--- src/rtl/trapret_pkg.sv ---
package trapret_pkg;
  localparam logic [1:0] PRV_USER = 2'd0;
  localparam logic [1:0] PRV_SUP  = 2'd1;
  localparam logic [1:0] PRV_MACH = 2'd3;

  typedef logic [4:0] cause_t;
  localparam cause_t CAUSE_MISALIGN = 5'd0;
  localparam cause_t CAUSE_ILLEGAL  = 5'd2;
  localparam cause_t CAUSE_VIRT     = 5'd22;

  typedef struct packed {
    logic       sie;
    logic       spie;
    logic       spp;
    logic       mie;
    logic       mpie;
    logic [1:0] mpp;
    logic       mpv;
    logic       spv;
  } stack_t;
endpackage

--- src/rtl/trapret_legal.sv ---
module trapret_legal
  import trapret_pkg::*;
(
  input  logic       is_sret,
  input  logic [1:0] priv,
  input  logic       virt,
  input  logic       tsr,
  input  logic       vtsr,
  input  logic [1:0] mpp,
  input  logic [1:0] epc_lo,
  input  logic       has_c,
  input  logic       has_h,
  input  logic       has_pmp,
  input  logic       pmp_zero,
  output logic       fail,
  output cause_t     cause
);
  logic misaligned;
  assign misaligned = !has_c && (epc_lo != 2'b00);

  // First failing check wins; later checks are masked by the else chain.
  always_comb begin
    fail  = 1'b0;
    cause = CAUSE_MISALIGN;
    if (is_sret) begin
      if (priv < PRV_SUP) begin
        fail = 1'b1; cause = CAUSE_ILLEGAL;
      end else if (misaligned) begin
        fail = 1'b1; cause = CAUSE_MISALIGN;
      end else if (tsr && priv != PRV_MACH) begin
        fail = 1'b1; cause = CAUSE_ILLEGAL;
      end else if (has_h && virt && vtsr) begin
        fail = 1'b1; cause = CAUSE_VIRT;
      end
    end else begin
      if (priv != PRV_MACH) begin
        fail = 1'b1; cause = CAUSE_ILLEGAL;
      end else if (misaligned) begin
        fail = 1'b1; cause = CAUSE_MISALIGN;
      end else if (has_pmp && pmp_zero && mpp != PRV_MACH) begin
        fail = 1'b1; cause = CAUSE_ILLEGAL;
      end
    end
  end
endmodule

--- src/rtl/trapret_pop.sv ---
module trapret_pop
  import trapret_pkg::*;
(
  input  logic       is_sret,
  input  logic       virt,
  input  logic       has_h,
  input  stack_t     cur,
  output logic [1:0] nxt_priv,
  output logic       nxt_virt,
  output stack_t     nxt
);
  always_comb begin
    nxt      = cur;
    nxt_virt = virt;
    if (is_sret) begin
      nxt_priv = {1'b0, cur.spp};
      nxt.sie  = cur.spie;
      nxt.spie = 1'b1;
      nxt.spp  = 1'b0;
      if (has_h && !virt) begin
        nxt_virt = cur.spv;
        nxt.spv  = 1'b0;
      end
    end else begin
      nxt_priv = cur.mpp;
      nxt.mie  = cur.mpie;
      nxt.mpie = 1'b1;
      nxt.mpp  = PRV_USER;
      nxt.mpv  = 1'b0;
      if (has_h) nxt_virt = cur.mpv;
    end
  end
endmodule

--- src/rtl/trapret_unit.sv ---
module trapret_unit
  import trapret_pkg::*;
#(
  parameter int XLEN      = 32,
  parameter int PMP_CNT_W = 5
) (
  input  logic                 clk,
  input  logic                 rst_n,
  input  logic                 req_valid,
  input  logic                 req_sret,
  input  logic [1:0]           cur_priv,
  input  logic                 cur_virt,
  input  logic                 st_sie,
  input  logic                 st_spie,
  input  logic                 st_spp,
  input  logic                 st_mie,
  input  logic                 st_mpie,
  input  logic [1:0]           st_mpp,
  input  logic                 st_mpv,
  input  logic                 st_tsr,
  input  logic                 hs_spv,
  input  logic                 hs_vtsr,
  input  logic [XLEN-1:0]      sepc,
  input  logic [XLEN-1:0]      mepc,
  input  logic                 has_c,
  input  logic                 has_h,
  input  logic                 has_pmp,
  input  logic [PMP_CNT_W-1:0] pmp_rule_cnt,
  output logic                 done,
  output logic                 redirect_valid,
  output logic [XLEN-1:0]      redirect_pc,
  output logic                 exc_valid,
  output logic [4:0]           exc_cause,
  output logic [1:0]           new_priv,
  output logic                 new_virt,
  output logic                 new_sie,
  output logic                 new_spie,
  output logic                 new_spp,
  output logic                 new_mie,
  output logic                 new_mpie,
  output logic [1:0]           new_mpp,
  output logic                 new_mpv,
  output logic                 new_spv
);
  logic [XLEN-1:0] epc_sel;
  logic            pmp_zero;
  logic            chk_fail;
  cause_t          chk_cause;
  stack_t          cur_stack, pop_stack, held_stack;
  logic [1:0]      pop_priv, held_priv;
  logic            pop_virt, held_virt;

  assign epc_sel  = req_sret ? sepc : mepc;
  assign pmp_zero = (pmp_rule_cnt == '0);
  assign cur_stack = '{sie: st_sie, spie: st_spie, spp: st_spp, mie: st_mie,
                       mpie: st_mpie, mpp: st_mpp, mpv: st_mpv, spv: hs_spv};

  trapret_legal u_legal (
    .is_sret (req_sret),
    .priv    (cur_priv),
    .virt    (cur_virt),
    .tsr     (st_tsr),
    .vtsr    (hs_vtsr),
    .mpp     (st_mpp),
    .epc_lo  (epc_sel[1:0]),
    .has_c   (has_c),
    .has_h   (has_h),
    .has_pmp (has_pmp),
    .pmp_zero(pmp_zero),
    .fail    (chk_fail),
    .cause   (chk_cause)
  );

  trapret_pop u_pop (
    .is_sret (req_sret),
    .virt    (cur_virt),
    .has_h   (has_h),
    .cur     (cur_stack),
    .nxt_priv(pop_priv),
    .nxt_virt(pop_virt),
    .nxt     (pop_stack)
  );

  // Outcome strobes and cause
  always_ff @(posedge clk or negedge rst_n) begin
    if (!rst_n) begin
      done           <= 1'b0;
      redirect_valid <= 1'b0;
      exc_valid      <= 1'b0;
      exc_cause      <= '0;
    end else begin
      done           <= req_valid;
      redirect_valid <= req_valid && !chk_fail;
      exc_valid      <= req_valid && chk_fail;
      if (req_valid && chk_fail) exc_cause <= chk_cause;
    end
  end

  // Architectural results commit only on a legal request
  always_ff @(posedge clk or negedge rst_n) begin
    if (!rst_n) begin
      redirect_pc <= '0;
      held_priv   <= PRV_MACH;
      held_virt   <= 1'b0;
      held_stack  <= '0;
    end else if (req_valid && !chk_fail) begin
      redirect_pc <= epc_sel;
      held_priv   <= pop_priv;
      held_virt   <= pop_virt;
      held_stack  <= pop_stack;
    end
  end

  assign new_priv = held_priv;
  assign new_virt = held_virt;
  assign new_sie  = held_stack.sie;
  assign new_spie = held_stack.spie;
  assign new_spp  = held_stack.spp;
  assign new_mie  = held_stack.mie;
  assign new_mpie = held_stack.mpie;
  assign new_mpp  = held_stack.mpp;
  assign new_mpv  = held_stack.mpv;
  assign new_spv  = held_stack.spv;
endmodule

--- config.mk ---
export PLATFORM = sky130hd
export DESIGN_NAME = trapret_unit
export DESIGN_NICKNAME = d
export VERILOG_FILES = /design/src/rtl/trapret_pkg.sv /design/src/rtl/trapret_legal.sv /design/src/rtl/trapret_pop.sv /design/src/rtl/trapret_unit.sv
export SDC_FILE = /design/constraint.sdc
export NUM_CORES = 1
export LEC_CHECK = 0
export BUFFER_PORTS_ARGS = -buffer_cell sky130_fd_sc_hd__buf_2
export CAP_MARGIN = 40
export CORE_MARGIN = 8
export CORE_UTILIZATION = 45
export CTS_BUF_LIST = sky130_fd_sc_hd__clkbuf_4 sky130_fd_sc_hd__clkbuf_8 sky130_fd_sc_hd__clkbuf_16
export DETAILED_ROUTE_END_ITERATION = 7
export PLACE_DENSITY = 0.81
export SLEW_MARGIN = 20
export SYNTH_ARGS = -nofsm -noshare
export SYNTH_HDL_FRONTEND = slang
export SYNTH_SLANG_ARGS = --single-unit
--- constraint.sdc ---
create_clock -name clk -period 1 [get_ports clk]
set_clock_uncertainty 0.15 [all_clocks]
set_input_delay 0.1 -clock clk [delete_from_list [all_inputs] [get_ports clk]]
set_output_delay 0.1 -clock clk [all_outputs]
set_load 0.005 [all_outputs]
==> impl_metrics.py <==
metrics = {
    "run_status": {
        "outcome": "finished with violations",
        "violations": "negative hold slack, negative setup slack",
    },
    "synthesis": {
        "syn_area_per_cell_um2": 14.2,
        "synth_async_sr_flop_share": 1.00,
        "synth_edf_count": 0,
        "ys_seq_elements": 49,
        "synthCells": 182,
        "ys_types": 32,
        "yosysMostFrequentCell": "dfrtp_1",
        "synthFlopType": "dfrtp_1",
        "synth_area_leader_cell": "dfrtp_1",
        "synth_area_leaders": "dfrtp_1 45%, mux2_4 20%, mux2_2 17%",
        "yosysSeqAreaShare": 0.475,
        "synth_top_cell_area_share": 0.455,
        "ys_warn_count": 0,
        "ys_top_cells_by_count": "47 x dfrtp_1, 40 x mux2_2, 35 x mux2_4",
        "mappedNetlistArea_um2": 2590,
    },
    "route": {
        "dr.first_iter.drc_count": 52,
        "wirelength_um": 7650,
        "post_drt_wl_per_cell_um": 16.9,
        "first_pass_iters": 4,
        "drc": 0,
        "via_per_inst": 4.82,
        "final_antenna_net_count": 0,
        "vias": 2184,
    },
    "worst_hold_path": {
        "hold_path.class": "in -> reg",
    },
    "power": {
        "powerDensity_nw_per_um2": 1630,
        "irDropWorstVdd_v": 0.00133,
        "total_leakage_power_uw": 0.00209,
        "power_uw": 6650,
    },
    "clock_network": {
        "htreeDepth": 2,
        "clock_sinks": 49,
        "cts_root_buf": "clkbuf_8",
        "cts.path.max_buffers": 2,
        "cts_tree": "yes",
        "numCtsBuffers": 5,
        "path_clk_slew_ns": 0.09,
        "insertion_delay_ns": 0.29,
    },
    "grt": {
        "overflow": 0,
        "use_met3": 0.0619,
        "grt_max_degree": 50,
        "antenna_found_initial": 0,
        "use_met2": 0.313,
        "grt_usage": 0.172,
        "grt_pass1_vias": 2528,
        "busiest_layer": "met2",
        "grt_pass1_wl_um": 12000,
        "use_met1": 0.188,
    },
    "worst_setup_path": {
        "cp_slowest_cell": "a211o_1",
        "cp.arrival_ns": 1.52,
        "r2r_setup_slack_ns": -0.06,
        "critPathBufInv": 3,
        "crit_chain": "buf_2, a211oi_2, a211o_1, a211oi_4, buf_6, clkbuf_16, mux2_4",
        "crit_type": "in -> reg",
        "start_kind": "input port",
        "cp_max_fo": 7,
        "slowest_delay_ns": 0.35,
        "end_kind": "flop",
        "cp.required_ns": 1.02,
        "path_delay_family": "compound AO/OA/AOI/OAI gates",
    },
    "die": {
        "initial_core_util": 0.467,
        "die_x_um": 91.8,
        "coreArea_um2": 5540,
        "die_area_um2": 8430,
        "ioPinCount": 142,
        "die_h_um": 91.8,
        "fp-row-count": 27,
    },
    "layout": {
        "synthToLayoutAreaGrowth_pct": 57.9,
        "fin_nets": 470,
        "layout-drive-gt1-share": 0.764,
        "multi_input_area_um2": 1300,
        "nFillCells": 399,
        "area.sequential_um2": 1230,
        "diodes": 0,
    },
    "place": {
        "hpwl_um": 5550,
        "gp_congestion": 0.795,
        "io_buffers": 139,
    },
    "job": {
        "maxCapViolCount": 0,
    },
    "timing": {
        "maxSlewViolCount": 0,
        "fmax_mhz": 668,
        "hold_ws_ns": -0.0229,
        "finalCritPeriodShare": 1.50,
        "fin_setup_tns_ns": -23.55,
        "rsz0062_at_grt": "yes",
        "hold_viol_final": 1,
        "worst_slack_ns": -0.496,
        "setup_viol": 98,
        "min_period_ns": 1.50,
    },
}
per-stage QoR:
step           instances   util  instance area, um^2  hold WS [ns]  worst slack, ns
2_1_floorplan        183      -                 2620        -0.346           -0.750
3_3_place_gp         404  0.636                 3520       -0.0470           -0.776
3_5_place_dp         404  0.636                 3520       -0.0419           -0.788
4_1_cts              446  0.715                 3960       -0.0278           -0.474
5_1_grt              453  0.737                 4080       0.00648           -0.528
6_report             453  0.737                 4080       -0.0229           -0.496
kinds of logic after synthesis:
kind of cell    Yosys count  synth area share
buf+inv                  21            0.0469
other cells               1           0.00145
mux                      79             0.393
flops                    49             0.475
compound gates           16            0.0527
simple gates             16            0.0310
registers in the layout, indices dropped and copies added (netlist names), 2 cells and up:
| register | cells |
|---|---|
| new_priv | 2 |
| redirect_pc | 32 |
| new_mpp | 2 |
| exc_cause | 2 |
report_power, final:
part           internal [uW]  switching (uW)  total, uW  leakage, uW
Combinational           1810             890       2700      0.00146
Clock                    513             622       1140    0.0000484
Sequential              2520             295       2810     0.000581
final timing paths:
kind	from	cells after the start	to
setup / recovery	st_mpp[1]	7	redirect_pc[10]
hold / removal	cur_priv[0]	4	exc_cause[1]
setup reg to reg	redirect_pc[8]	2	redirect_pc[8]
hold reg to reg	redirect_pc[28]	1	redirect_pc[28]
max in group asynchronous	rst_n	3	new_priv[0]
min in group asynchronous	rst_n	3	new_mpie
per-layer routing:
layer  vias up  routed length, um  part of all wire
met5         -                  0                 0
met4         0                 59            0.0077
met3         4                584             0.076
met2        89               4030              0.53
met1      1055               2970              0.39
li1       1036                  -                 -
cells in the final DEF (no fill, tap or decap), types with 2 or more instances in the layout:
cell type      synthesis  routed
mux2_4                35      40
buf_2                  1     131
buf_4                  3      45
clkbuf_16              0       2
mux2i_1                4       4
buf_12                 0       4
conb_1                 1       2
clkbuf_8               0       5
clkinv_2               0       2
a31oi_1                3       3
dlygate4sd3_1          0       4
mux2_2                40      35
nand2_1                6       6
nor2b_1                2       2
buf_6                  4      15
o21ai_0                2       2
dfrtp_1               47      47
a211oi_2               1       2
inv_1                  9       9
nor2_1                 2       2
dfstp_2                2       2
final cells by class:
class / instances / share of cell area
clock buffers: 6 / 0.0187
repair buffers: 202 / 0.330
well taps: 72 / 0.0221
flip-flops and latches: 49 / 0.301
inverters: 9 / 0.00827
clock inverters: 2 / 0.00245
multi-input cells: 113 / 0.318
worst min-delay path: stages:
cell,delay (ns)
buf_8,0.08
o21ai_0,0.06
nand2_1,0.07
a31oi_1,0.07
what timing repair did:
action,4_1_cts,5_1_grt
gates cloned,0,2
resized for setup,22,6
pin swaps,3,3
hold buffers,4,0
setup endpoints to repair,98,98
hold endpoints to repair,53,0
setup buffers,31,6
No activity file was read; power rests on OpenSTA's default activity.
